$ cat src/rtl/chopctl_pkg.sv
package chopctl_pkg;

  // one clock phase: the main pulse and its copy with a late falling edge
  typedef struct packed {
    logic main;
    logic late;
  } phase_t;

  // per-cycle chopper controls
  typedef struct packed {
    logic fast;
    logic ratio;
    logic fb;
    logic slow;
  } chop_t;

endpackage

$ cat src/rtl/chopctl_tick.sv
module chopctl_tick #(
  parameter int CYC_LEN = 16,
  localparam int TW = $clog2(CYC_LEN)
) (
  input  logic          clk,
  input  logic          rst_n,
  output logic [TW-1:0] tick_o,
  output logic          wrap_o
);

  localparam logic [TW-1:0] LAST = TW'(CYC_LEN - 1);

  logic [TW-1:0] tick_q;
  logic [TW-1:0] tick_d;

  always_comb begin
    wrap_o = (tick_q == LAST);
    if (wrap_o) tick_d = '0;
    else        tick_d = tick_q + 1'b1;
  end

  always_ff @(posedge clk or negedge rst_n) begin
    if (!rst_n) tick_q <= '0;
    else        tick_q <= tick_d;
  end

  assign tick_o = tick_q;

endmodule

$ cat src/rtl/chopctl_window.sv
module chopctl_window
  import chopctl_pkg::*;
#(
  parameter int CYC_LEN = 16,
  parameter int START   = 0,
  parameter int STOP    = 6,
  parameter int DLY     = 1,
  localparam int TW = $clog2(CYC_LEN)
) (
  input  logic          clk,
  input  logic          rst_n,
  input  logic [TW-1:0] tick_i,
  output phase_t        phase_o
);

  localparam logic [TW:0] LO      = (TW+1)'(START);
  localparam logic [TW:0] HI_MAIN = (TW+1)'(STOP);
  localparam logic [TW:0] HI_LATE = (TW+1)'(STOP + DLY);

  logic [TW:0] t_ext;
  phase_t      phase_d;
  phase_t      phase_q;

  always_comb begin
    t_ext        = {1'b0, tick_i};
    phase_d.main = (t_ext >= LO) && (t_ext < HI_MAIN);
    phase_d.late = (t_ext >= LO) && (t_ext < HI_LATE);
  end

  always_ff @(posedge clk or negedge rst_n) begin
    if (!rst_n) phase_q <= '0;
    else        phase_q <= phase_d;
  end

  assign phase_o = phase_q;

endmodule

$ cat src/rtl/chopctl_seq.sv
module chopctl_seq
  import chopctl_pkg::*;
#(
  parameter int SLOW_CYCLES = 10,
  parameter int ROT_CYCLES  = 2,
  parameter int NUM_UNITS   = 4,
  localparam int SW = $clog2(SLOW_CYCLES + 1),
  localparam int RW = $clog2(ROT_CYCLES + 1),
  localparam int IW = (NUM_UNITS > 1) ? $clog2(NUM_UNITS) : 1
) (
  input  logic                 clk,
  input  logic                 rst_n,
  input  logic                 wrap_i,
  output chop_t                chop_o,
  output logic [NUM_UNITS-1:0] unit_sel_o
);

  localparam logic [SW-1:0] SLOW_LAST = SW'(SLOW_CYCLES - 1);
  localparam logic [RW-1:0] ROT_LAST  = RW'(ROT_CYCLES - 1);
  localparam logic [IW-1:0] IDX_LAST  = IW'(NUM_UNITS - 1);

  // cycle state: describes the modulator cycle currently being timed
  logic          fast_q,  fast_d;
  logic          slow_q,  slow_d;
  logic [SW-1:0] scnt_q,  scnt_d;
  logic [RW-1:0] rcnt_q,  rcnt_d;
  logic [IW-1:0] idx_q,   idx_d;

  // registered outputs, one clock behind the state, in step with the phases
  chop_t                chop_q,  chop_d;
  logic [NUM_UNITS-1:0] sel_q,   sel_d;

  always_comb begin
    fast_d = fast_q;
    slow_d = slow_q;
    scnt_d = scnt_q;
    rcnt_d = rcnt_q;
    idx_d  = idx_q;
    if (wrap_i) begin
      fast_d = ~fast_q;
      if (scnt_q == SLOW_LAST) begin
        scnt_d = '0;
        slow_d = ~slow_q;
      end else begin
        scnt_d = scnt_q + 1'b1;
      end
      if (rcnt_q == ROT_LAST) begin
        rcnt_d = '0;
        idx_d  = (idx_q == IDX_LAST) ? '0 : idx_q + 1'b1;
      end else begin
        rcnt_d = rcnt_q + 1'b1;
      end
    end
  end

  always_comb begin
    chop_d.fast  = fast_q;
    chop_d.ratio = fast_q;
    chop_d.fb    = fast_q;
    chop_d.slow  = slow_q;
  end

  for (genvar u = 0; u < NUM_UNITS; u++) begin : g_sel
    assign sel_d[u] = (idx_q == IW'(u));
  end

  always_ff @(posedge clk or negedge rst_n) begin
    if (!rst_n) begin
      fast_q <= 1'b0;
      slow_q <= 1'b0;
      scnt_q <= '0;
      rcnt_q <= '0;
      idx_q  <= '0;
    end else begin
      fast_q <= fast_d;
      slow_q <= slow_d;
      scnt_q <= scnt_d;
      rcnt_q <= rcnt_d;
      idx_q  <= idx_d;
    end
  end

  always_ff @(posedge clk or negedge rst_n) begin
    if (!rst_n) begin
      chop_q <= '0;
      sel_q  <= NUM_UNITS'(1);
    end else begin
      chop_q <= chop_d;
      sel_q  <= sel_d;
    end
  end

  assign chop_o     = chop_q;
  assign unit_sel_o = sel_q;

endmodule

$ cat src/rtl/chop_rotation_ctrl.sv
module chop_rotation_ctrl
  import chopctl_pkg::*;
#(
  parameter int CYC_LEN     = 16,
  parameter int GAP         = 2,
  parameter int DLY         = 1,
  parameter int SLOW_CYCLES = 10,
  parameter int ROT_CYCLES  = 2,
  parameter int NUM_UNITS   = 4
) (
  input  logic                 clk,
  input  logic                 rst_n,
  output logic                 phi1,
  output logic                 phi1_late,
  output logic                 phi2,
  output logic                 phi2_late,
  output logic                 fast_chop,
  output logic                 ratio_swap,
  output logic                 fb_swap,
  output logic                 slow_chop,
  output logic [NUM_UNITS-1:0] unit_sel
);

  localparam int TW   = $clog2(CYC_LEN);
  localparam int HALF = CYC_LEN / 2;

  // reset: asserted asynchronously, released on the clock
  logic rs_meta_q, rs_q;

  always_ff @(posedge clk or negedge rst_n) begin
    if (!rst_n) begin
      rs_meta_q <= 1'b0;
      rs_q      <= 1'b0;
    end else begin
      rs_meta_q <= 1'b1;
      rs_q      <= rs_meta_q;
    end
  end

  logic [TW-1:0] tick;
  logic          wrap;
  phase_t        ph [2];
  chop_t         chop;

  chopctl_tick #(.CYC_LEN(CYC_LEN)) u_tick (
    .clk    (clk),
    .rst_n  (rs_q),
    .tick_o (tick),
    .wrap_o (wrap)
  );

  for (genvar p = 0; p < 2; p++) begin : g_phase
    chopctl_window #(
      .CYC_LEN (CYC_LEN),
      .START   (p * HALF),
      .STOP    (p * HALF + HALF - GAP),
      .DLY     (DLY)
    ) u_win (
      .clk     (clk),
      .rst_n   (rs_q),
      .tick_i  (tick),
      .phase_o (ph[p])
    );
  end

  chopctl_seq #(
    .SLOW_CYCLES (SLOW_CYCLES),
    .ROT_CYCLES  (ROT_CYCLES),
    .NUM_UNITS   (NUM_UNITS)
  ) u_seq (
    .clk        (clk),
    .rst_n      (rs_q),
    .wrap_i     (wrap),
    .chop_o     (chop),
    .unit_sel_o (unit_sel)
  );

  assign phi1       = ph[0].main;
  assign phi1_late  = ph[0].late;
  assign phi2       = ph[1].main;
  assign phi2_late  = ph[1].late;
  assign fast_chop  = chop.fast;
  assign ratio_swap = chop.ratio;
  assign fb_swap    = chop.fb;
  assign slow_chop  = chop.slow;

endmodule

$ cat config.mk
export PLATFORM = sky130hd
export DESIGN_NAME = chop_rotation_ctrl
export DESIGN_NICKNAME = d
export VERILOG_FILES = /design/src/rtl/chopctl_pkg.sv /design/src/rtl/chopctl_tick.sv /design/src/rtl/chopctl_window.sv /design/src/rtl/chopctl_seq.sv /design/src/rtl/chop_rotation_ctrl.sv
export SDC_FILE = /design/constraint.sdc
export NUM_CORES = 1
export LEC_CHECK = 0
export BUFFER_PORTS_ARGS = -buffer_cell sky130_fd_sc_hd__buf_2
export CAP_MARGIN = 25
export CORE_MARGIN = 10
export CORE_UTILIZATION = 30
export DETAILED_ROUTE_END_ITERATION = 8
export PLACE_DENSITY_LB_ADDON = 0.12
export RECOVER_POWER = 25
export SYNTH_ARGS = -nofsm -noshare
export SYNTH_HDL_FRONTEND = slang
export SYNTH_SLANG_ARGS = --single-unit
$ cat constraint.sdc
create_clock -name clk -period 1.1 [get_ports clk]
set_input_delay 0.11 -clock clk [delete_from_list [all_inputs] [get_ports clk]]
set_output_delay 0.11 -clock clk [all_outputs]
set_load 0.05 [all_outputs]
==> results.py, run 1 <==
metrics = {
    "setup_path": {
        "worstPathCellList": "ha_4 -> nand4_4 -> a21o_1 -> a221o_1",
        "crit_family": "compound AO/OA/AOI/OAI gates",
        "end_kind": "flip-flop",
        "crit_required_ns": 1.31,
        "crit_buf_inv": 0,
        "worst_setup_path_start_kind": "flip-flop",
        "slowest_delay_ns": 0.43,
        "slowest_stage": "dfrtp_1",
        "crit_type": "flip-flop to flip-flop",
        "cp_max_fo": 4,
        "arrival_ns": 1.50,
    },
    "global_routing": {
        "grt_pass1_wl_um": 2835,
        "busiest_layer": "met2",
        "first_global_vias": 611,
        "grt_util_met2": 0.08141,
        "antenna_found_initial": 0,
        "grtUsageMet1": 0.06760,
        "track_usage": 0.05509,
        "grt_max_degree": 25,
        "met3_usage": 0.03303,
        "grt_overflow_total": 0,
    },
    "logic_synthesis": {
        "syn_nets": 79,
        "yosysUniqueCellTypes": 27,
        "yosysWarnings": 0,
        "yosysSeqAreaShare": 0.6354,
        "ys_seq_elements": 26,
        "synth.cell_area_sq_um": 1026,
        "synthCells": 72,
        "ys.flop_type": "dfrtp_1",
        "synthArstFlopShare": 1.000,
        "syn_avg_cell_area_sq_um": 14.25,
        "synth_edf_count": 0,
    },
    "power_and_ir_drop": {
        "sequentialPowerShare": 0.691,
        "power_frac_clock": 0.293,
        "finalPower_mw": 1.389,
        "netSwitchingFraction": 0.2043,
        "p_leak_nw": 0.6633,
        "switchingPower_mw": 0.2839,
        "peakVddDrop_v": 0.0006083,
        "p_int_mw": 1.106,
        "p_comb_frac": 0.016,
        "power.density_nw_per_um2": 1055,
    },
    "final_layout": {
        "layout.nets": 108,
        "final_cell_mix": "dfrtp_1, buf_4, buf_2",
        "fin_util": 0.3980,
        "final_common_cell": "dfrtp_1",
        "n_fill_cell": 335,
        "syn_to_final_growth_pct": 28.41,
        "final_layout_size_suffix_gt1_frac": 0.4300,
        "multi_input_area_sq_um": 357.8,
        "diodes": 0,
        "regArea_sq_um": 651.9,
    },
    "sta": {
        "slew_violations": 0,
        "setup_viol": 8,
        "worst_slack_ns": -0.1860,
        "fin_crit_ns": 1.286,
        "slew_headroom": 0.6157,
        "tns_ns": -0.8330,
        "hold_violations": 0,
        "skew_ns": 0.004987,
        "finalCritPeriodShare": 1.169,
        "worst_pin_slew_ns": 0.5764,
        "grt_setup_unrepaired": "true",
        "max_freq_ghz": 0.7776,
    },
    "hold_path": {
        "min_path_type": "input port to async pin",
    },
    "floorplan": {
        "die_area_sq_um": 6159,
        "io-pin-count": 14,
        "die_height_um": 78.48,
        "start_util": 0.3099,
        "fp-row-count": 21,
        "core_sq_um": 3311,
        "die_w_um": 78.48,
    },
    "cts": {
        "clkTransAtPathRegs_ns": 0.13,
        "root_buffer": "clkbuf_4",
        "cts_buffer_depth": 2,
        "cts_made_buffers": 3,
        "clock-sinks": 26,
        "clkLatencyLatePin_ns": 0.31,
        "htreeDepth": 1,
        "cts_tree": "built",
    },
    "detailed_routing": {
        "wirelength_um": 1532,
        "remaining_drc_errors": 0,
        "antenna_left": 0,
        "dr.pass1.iters": 3,
        "viasPerCell": 3.952,
        "drtIter0Drc": 37,
        "wl_per_cell_um": 10.49,
        "vias": 577,
    },
    "place": {
        "gp_congestion": 0.6512,
        "dp_hpwl_um": 1085,
        "io_buffers": 13,
    },
    "status": {
        "violations": "negative setup slack",
        "status": "finished with violations",
    },
    "flow_run": {
        "drv_cap": 0,
    },
}
[cell usage after synthesis, types with 2 or more instances]
master     n  share of area
mux2_2     2          0.022
o21ai_0    2         0.0098
ha_1       5          0.061
xnor2_1    3          0.026
xor2_1     3          0.026
nor2_1     2         0.0073
a21oi_1    3          0.015
buf_6      2          0.022
a21boi_0   2          0.015
inv_1      5          0.018
buf_4      3          0.022
dfrtp_1   25           0.61
[through the flow]
stage | area [sq um] | setup slack, ns | hold slack, ns | std cells
2_1_floorplan | 1041 | -0.2648 | -0.1856 | 72
3_3_place_gp | 1220 | -0.2327 | -0.1047 | 140
3_5_place_dp | 1220 | -0.2779 | -0.1019 | 140
4_1_cts | 1303 | -0.1775 | 0.05355 | 146
5_1_grt | 1318 | -0.2490 | 0.08345 | 146
6_report | 1318 | -0.1860 | 0.07851 | 146
[flip-flops by register name, summed over array words and instances, names as in the netlist]
name and flops:
u_seq.rcnt_q 2, g_phase.u_win.phase_o 4, u_seq.unit_sel_o 4, rs_meta_q 1, u_tick.tick_o 4, u_seq.scnt_q 4, u_seq.fast_q 1, rs_q 1
u_seq.idx_q 2, u_seq.slow_q 1, u_seq.chop_o 2
[what timing repair did]
action                                  in CTS  in global routing
pin swaps                                    3                  0
hold buffers                                 1                  0
endpoints found under the setup margin      15                 14
setup buffers                                1                  0
resized for setup                            9                  7
hold endpoints to repair                     2                  0
gates cloned                                 0                  0
[area by class of cell]
| class | instances | share of cell area |
|---|---|---|
| well taps | 46 | 0.04368 |
| flip-flops and latches | 26 | 0.4948 |
| multi-input cells | 36 | 0.2716 |
| repair buffers | 29 | 0.1557 |
| inverters | 5 | 0.01425 |
| clock buffers | 4 | 0.01994 |
[logic make-up (layout without fill, tap and decap cells)]
family,Yosys count,after routing,synth area share
AO/OA/AOI/OAI,12,12,0.07805
multiplexers,2,2,0.02195
other,1,1,0.003655
XOR/XNOR,6,6,0.05123
buffers and inverters,10,38,0.06219
adder cells (fa/ha/maj),5,5,0.06098
AND/OR/NAND/NOR,10,10,0.08659
flip-flops,26,26,0.6354
[per-layer routing]
layer / vias up / share of wire / routed length, um
li1: 290 / - / -
met3: 2 / 0.080 / 123
met4: 0 / 0.0091 / 14
met1: 273 / 0.45 / 691
met2: 12 / 0.46 / 703
met5: - / 0 / 0
[worst paths after layout]
check | slack, ns | to | depth (start not counted) | start
setup / recovery | -0.19 | u_seq.scnt_q[3]$_DFFE_PN0P_ | 4 | u_tick.tick_o[0]$_DFF_PN0_
hold / removal | 0.08 | rs_meta_q$_DFF_PN0_ | 2 | rst_n
setup reg to reg | -0.19 | u_seq.scnt_q[3]$_DFFE_PN0P_ | 4 | u_tick.tick_o[0]$_DFF_PN0_
hold reg to reg | 0.32 | u_seq.idx_q[0]$_DFFE_PN0P_ | 1 | rs_q$_DFF_PN0_
max in group asynchronous | 0.40 | u_seq.unit_sel_o[0]$_DFF_PN1_ | 1 | rs_q$_DFF_PN0_
min in group clk | 0.36 | rs_q$_DFF_PN0_ | 0 | rs_meta_q$_DFF_PN0_
[power by group through the flow]
| stage | sequential [mW] | clock (mW) | combinational, mW |
|---|---|---|---|
| final | 0.960 | 0.407 | 0.0221 |
| after global routing | 0.961 | 0.478 | 0.0271 |
| after global placement | 0.978 | 0 | 0.0234 |
| after floorplan | 0.991 | 0 | 0.000296 |
| after CTS | 0.961 | 0.440 | 0.0260 |
| after detailed placement | 0.978 | 0 | 0.0233 |
Note: power is estimated with default switching activity, not from simulation.
==> inputs of run 2 (changes only) <==
Settings changed: CTS_BUF_LIST set to sky130_fd_sc_hd__clkbuf_4, SETUP_SLACK_MARGIN set to 0.05.
==> results.py, run 2 (synthesized netlist as in run 1, its figures left out) <==
metrics = {
    "setup_path": {
        "crit_required_ns": 1.31,
        "arrival_ns": 1.50,
        "worst_setup_path_start_kind": "flip-flop",
        "crit_type": "flip-flop to flip-flop",
        "cp_max_fo": 3,
        "end_kind": "flip-flop",
    },
    "detailed_routing": {
        "vias": 583,
        "wirelength_um": 1676,
        "wl_per_cell_um": 11.56,
        "viasPerCell": 4.021,
        "drtIter0Drc": 32,
        "dr.pass1.iters": 4,
        "antenna_left": 0,
        "remaining_drc_errors": 0,
    },
    "floorplan": {
        "die_height_um": 78.48,
        "core_sq_um": 3311,
        "die_w_um": 78.48,
        "start_util": 0.3099,
        "fp-row-count": 21,
        "die_area_sq_um": 6159,
        "io-pin-count": 14,
    },
    "status": {
        "status": "finished with violations",
        "violations": "negative setup slack",
    },
    "hold_path": {
        "min_path_type": "input port to async pin",
    },
    "final_layout": {
        "regArea_sq_um": 651.9,
        "final_common_cell": "dfrtp_1",
        "stdcell_count": 145,
        "final_cell_mix": "dfrtp_1, buf_4, buf_6",
        "layout.nets": 107,
        "fin_util": 0.4074,
        "multi_input_area_sq_um": 357.8,
        "final_cell_area_sq_um": 1349,
        "diodes": 0,
        "n_fill_cell": 343,
        "syn_to_final_growth_pct": 31.46,
        "final_layout_size_suffix_gt1_frac": 0.4242,
    },
    "cts": {
        "cts_made_buffers": 3,
        "clkTransAtPathRegs_ns": 0.14,
        "clock-sinks": 26,
        "root_buffer": "clkbuf_4",
        "clkLatencyLatePin_ns": 0.32,
        "cts_buffer_depth": 2,
        "htreeDepth": 1,
        "cts_tree": "built",
    },
    "place": {
        "io_buffers": 13,
        "dpl-instance-area_sq_um": 1212,
        "dp_slack_ns": -0.2351,
        "dp.cells": 139,
        "gp_congestion": 0.6661,
        "dp_hpwl_um": 1120,
    },
    "global_routing": {
        "grt_pass1_wl_um": 2918,
        "met3_usage": 0.02278,
        "grt_overflow_total": 0,
        "busiest_layer": "met2",
        "grt_max_degree": 25,
        "grt_util_met2": 0.08882,
        "grtUsageMet1": 0.07100,
        "track_usage": 0.05838,
        "first_global_vias": 644,
        "antenna_found_initial": 0,
    },
    "sta": {
        "max_freq_ghz": 0.7811,
        "hold_violations": 0,
        "worst_slack_ns": -0.1803,
        "tns_ns": -1.108,
        "slew_violations": 0,
        "grt_setup_unrepaired": "true",
        "skew_ns": 0.008159,
        "finalCritPeriodShare": 1.164,
        "slew_headroom": 0.6064,
        "fin_crit_ns": 1.280,
        "holdWs_ns": 0.08249,
        "worst_pin_slew_ns": 0.5904,
        "setup_viol": 11,
    },
    "flow_run": {
        "drv_cap": 0,
    },
    "power_and_ir_drop": {
        "p_leak_nw": 0.6638,
        "finalPower_mw": 1.393,
        "peakVddDrop_v": 0.0005428,
        "power.density_nw_per_um2": 1033,
    },
}
run 2: cell types whose count changed in the layout (fill, tap and decap cells not counted), sizes merged:
cell    before  now
clkbuf       9    7
clkinv       0    1
run 2: cell type report:
type,count,share of cell area
inverter,5,0.01391
clock inverter,1,0.002783
timing repair buffer,28,0.1753
multi-input combinational,36,0.2653
tap,46,0.04267
clock buffer,3,0.01670
sequential,26,0.4833
run 2: worst max-delay path, stage by stage, from the launching register on:
cell     delay (ns)
dfrtp_1        0.42
ha_4           0.19
nand3_4        0.08
nor3_4         0.14
mux2_2         0.34
run 2: path summary, 6_finish.rpt:
check | startpoint | depth (start not counted) | slack [ns] | to
setup / recovery | u_tick.tick_o[1]$_DFF_PN0_ | 4 | -0.18 | u_seq.idx_q[0]$_DFFE_PN0P_
hold / removal | rst_n | 2 | 0.08 | rs_q$_DFF_PN0_
setup reg to reg | u_tick.tick_o[1]$_DFF_PN0_ | 4 | -0.18 | u_seq.idx_q[0]$_DFFE_PN0P_
hold reg to reg | rs_q$_DFF_PN0_ | 1 | 0.32 | u_seq.scnt_q[3]$_DFFE_PN0P_
max in group asynchronous | rs_q$_DFF_PN0_ | 1 | 0.39 | u_seq.fast_q$_DFFE_PN0P_
min in group clk | rs_meta_q$_DFF_PN0_ | 0 | 0.38 | rs_q$_DFF_PN0_
run 2: per-layer routing:
layer | wire length [um] | vias up
li1 | - | 287
met1 | 777 | 280
met2 | 788 | 12
met3 | 79 | 4
met4 | 29 | 0
met5 | 0 | -
run 2: power by group:
part           internal [mW]  total [mW]  switching, mW
clock                  0.133       0.410          0.277
combinational        0.00425      0.0225         0.0183
sequential             0.960       0.961       0.000921
total                   1.10        1.39          0.296
run 2: timing repair:
action                                  CTS  global route
hold buffers                              1             0
resized for setup                        16            16
endpoints found under the hold margin     2             0
endpoints found under the setup margin   21            24
buffers inserted                          0             1
pin swaps                                 2             0
==> inputs of run 3 (changes only) <==
Settings changed: RECOVER_POWER 25 to not set, SLEW_MARGIN set to 25.
==> results.py, run 3 (synthesized netlist as in run 1, its figures left out) <==
metrics = {
    "setup_path": {
        "crit_buf_inv": 0,
        "reg2reg_to": "u_seq.idx_q[0]$_DFFE_PN0P_",
        "crit_family": "flip-flops",
        "worstPathCellList": "ha_4 -> nand3_4 -> nor3_4 -> mux2_2",
        "slowest_stage": "dfrtp_1",
        "crit_required_ns": 1.31,
        "r2r_slack_ns": -0.18,
        "r2r_cells": 4,
        "end_kind": "flip-flop",
        "arrival_ns": 1.50,
        "r2r-start": "u_tick.tick_o[1]$_DFF_PN0_",
        "worst_setup_path_start_kind": "flip-flop",
        "slowest_delay_ns": 0.42,
        "crit_type": "flip-flop to flip-flop",
        "cp_max_fo": 3,
    },
    "place": {
        "gp_congestion": 0.6661,
        "dpl-instance-area_sq_um": 1212,
        "io_buffers": 13,
        "dp_slack_ns": -0.2351,
        "dp_hpwl_um": 1120,
        "dp.cells": 139,
    },
    "cts": {
        "cts_tree": "built",
        "htreeDepth": 1,
        "cts_buffer_depth": 2,
        "clkTransAtPathRegs_ns": 0.14,
        "cts_made_buffers": 3,
        "clock-sinks": 26,
        "root_buffer": "clkbuf_4",
        "clkLatencyLatePin_ns": 0.32,
    },
    "power_and_ir_drop": {
        "peakVddDrop_v": 0.0005469,
        "power.density_nw_per_um2": 1031,
        "p_leak_nw": 0.6672,
        "finalPower_mw": 1.394,
    },
    "floorplan": {
        "io-pin-count": 14,
        "die_height_um": 78.48,
        "die_w_um": 78.48,
        "start_util": 0.3099,
        "fp-row-count": 21,
        "die_area_sq_um": 6159,
        "core_sq_um": 3311,
    },
    "final_layout": {
        "stdcell_count": 145,
        "final_common_cell": "dfrtp_1",
        "multi_input_area_sq_um": 357.8,
        "final_layout_size_suffix_gt1_frac": 0.4343,
        "regArea_sq_um": 651.9,
        "n_fill_cell": 343,
        "final_cell_mix": "dfrtp_1, buf_4, buf_6",
        "diodes": 0,
        "layout.nets": 107,
        "syn_to_final_growth_pct": 31.83,
        "final_cell_area_sq_um": 1353,
    },
    "global_routing": {
        "busiest_layer": "met2",
        "grt_pass1_wl_um": 2918,
        "grt_max_degree": 25,
        "grtUsageMet1": 0.07100,
        "met3_usage": 0.02278,
        "antenna_found_initial": 0,
        "grt_overflow_total": 0,
        "first_global_vias": 644,
        "track_usage": 0.05838,
        "grt_util_met2": 0.08882,
    },
    "status": {
        "status": "finished with violations",
        "violations": "negative setup slack",
    },
    "detailed_routing": {
        "remaining_drc_errors": 0,
        "dr.pass1.iters": 4,
        "wirelength_um": 1674,
        "vias": 583,
        "drtIter0Drc": 25,
        "antenna_left": 0,
        "wl_per_cell_um": 11.54,
        "viasPerCell": 4.021,
    },
    "sta": {
        "hold_violations": 0,
        "grt_setup_unrepaired": "true",
        "setup_viol": 11,
        "tns_ns": -1.108,
        "skew_ns": 0.008118,
        "worst_slack_ns": -0.1802,
        "finalCritPeriodShare": 1.164,
        "fin_crit_ns": 1.280,
        "max_freq_ghz": 0.7811,
        "slew_violations": 0,
    },
    "hold_path": {
        "min_path_type": "input port to async pin",
    },
    "flow_run": {
        "drv_cap": 0,
    },
}
==> run 3: changes by cell type in the layout (fill, tap and decap cells not counted) <==
cell,change
buf_2,+1
clkbuf_1,-1
clkbuf_2,-1
buf_4,+1
==> run 3: final cells by class <==
type                            instances  share of cell area
Clock buffer                            3             0.01665
Clock inverter                          1            0.002775
Inverter                                5             0.01388
Multi-Input combinational cell         36              0.2646
Sequential cell                        26              0.4820
Tap cell                               46             0.04255
Timing Repair Buffer                   28              0.1776
==> run 3: worst max-delay path by stage <==
stage / start / to / cells after the start
finish: u_tick.tick_o[1]$_DFF_PN0_ / u_seq.idx_q[0]$_DFFE_PN0P_ / 4
global route: u_tick.tick_o[1]$_DFF_PN0_ / u_seq.slow_q$_DFFE_PN0P_ / 5
CTS: u_tick.tick_o[1]$_DFF_PN0_ / u_seq.idx_q[0]$_DFFE_PN0P_ / 4
detailed placement: u_tick.tick_o[0]$_DFF_PN0_ / u_seq.slow_q$_DFFE_PN0P_ / 5
global placement: u_tick.tick_o[1]$_DFF_PN0_ / u_seq.idx_q[1]$_DFFE_PN0P_ / 4
floorplan: u_tick.tick_o[1]$_DFF_PN0_ / u_seq.idx_q[0]$_DFFE_PN0P_ / 5
==> run 3: metrics by stage <==
stage | hold WS, ns | util
6_report | 0.07763 | 0.4085
4_1_cts | 0.06440 | 0.3946
3_3_place_gp | -0.1053 | 0.3662
3_5_place_dp | -0.1031 | 0.3662
5_1_grt | 0.07502 | 0.4085
2_1_floorplan | -0.1856 | -
==> run 3: layer usage <==
layer | vias up | wire length [um] | share of wire
met2 | 12 | 789 | 0.47
met5 | - | 0 | 0
met3 | 4 | 79 | 0.047
li1 | 287 | - | -
met1 | 280 | 775 | 0.46
met4 | 0 | 29 | 0.017
==> run 3: repair_timing <==
action | in CTS | in global routing
endpoints found under the setup margin | 21 | 24
cloned | 0 | 0
pin swaps | 2 | 0
hold endpoints to repair | 2 | 0
gates resized for setup | 16 | 16
hold buffers | 1 | 0
setup buffers | 0 | 1
==> run 3: worst reg2reg max path, cell delays in order (launching register included) <==
cell and delay, ns:
dfrtp_1 0.42, ha_4 0.19, nand3_4 0.08, nor3_4 0.14, mux2_2 0.34
==> run 3: report_power, final <==
group          switching [mW]  internal [mW]
clock                   0.277          0.133
combinational          0.0182        0.00594
sequential           0.000954          0.960
total                   0.296           1.10
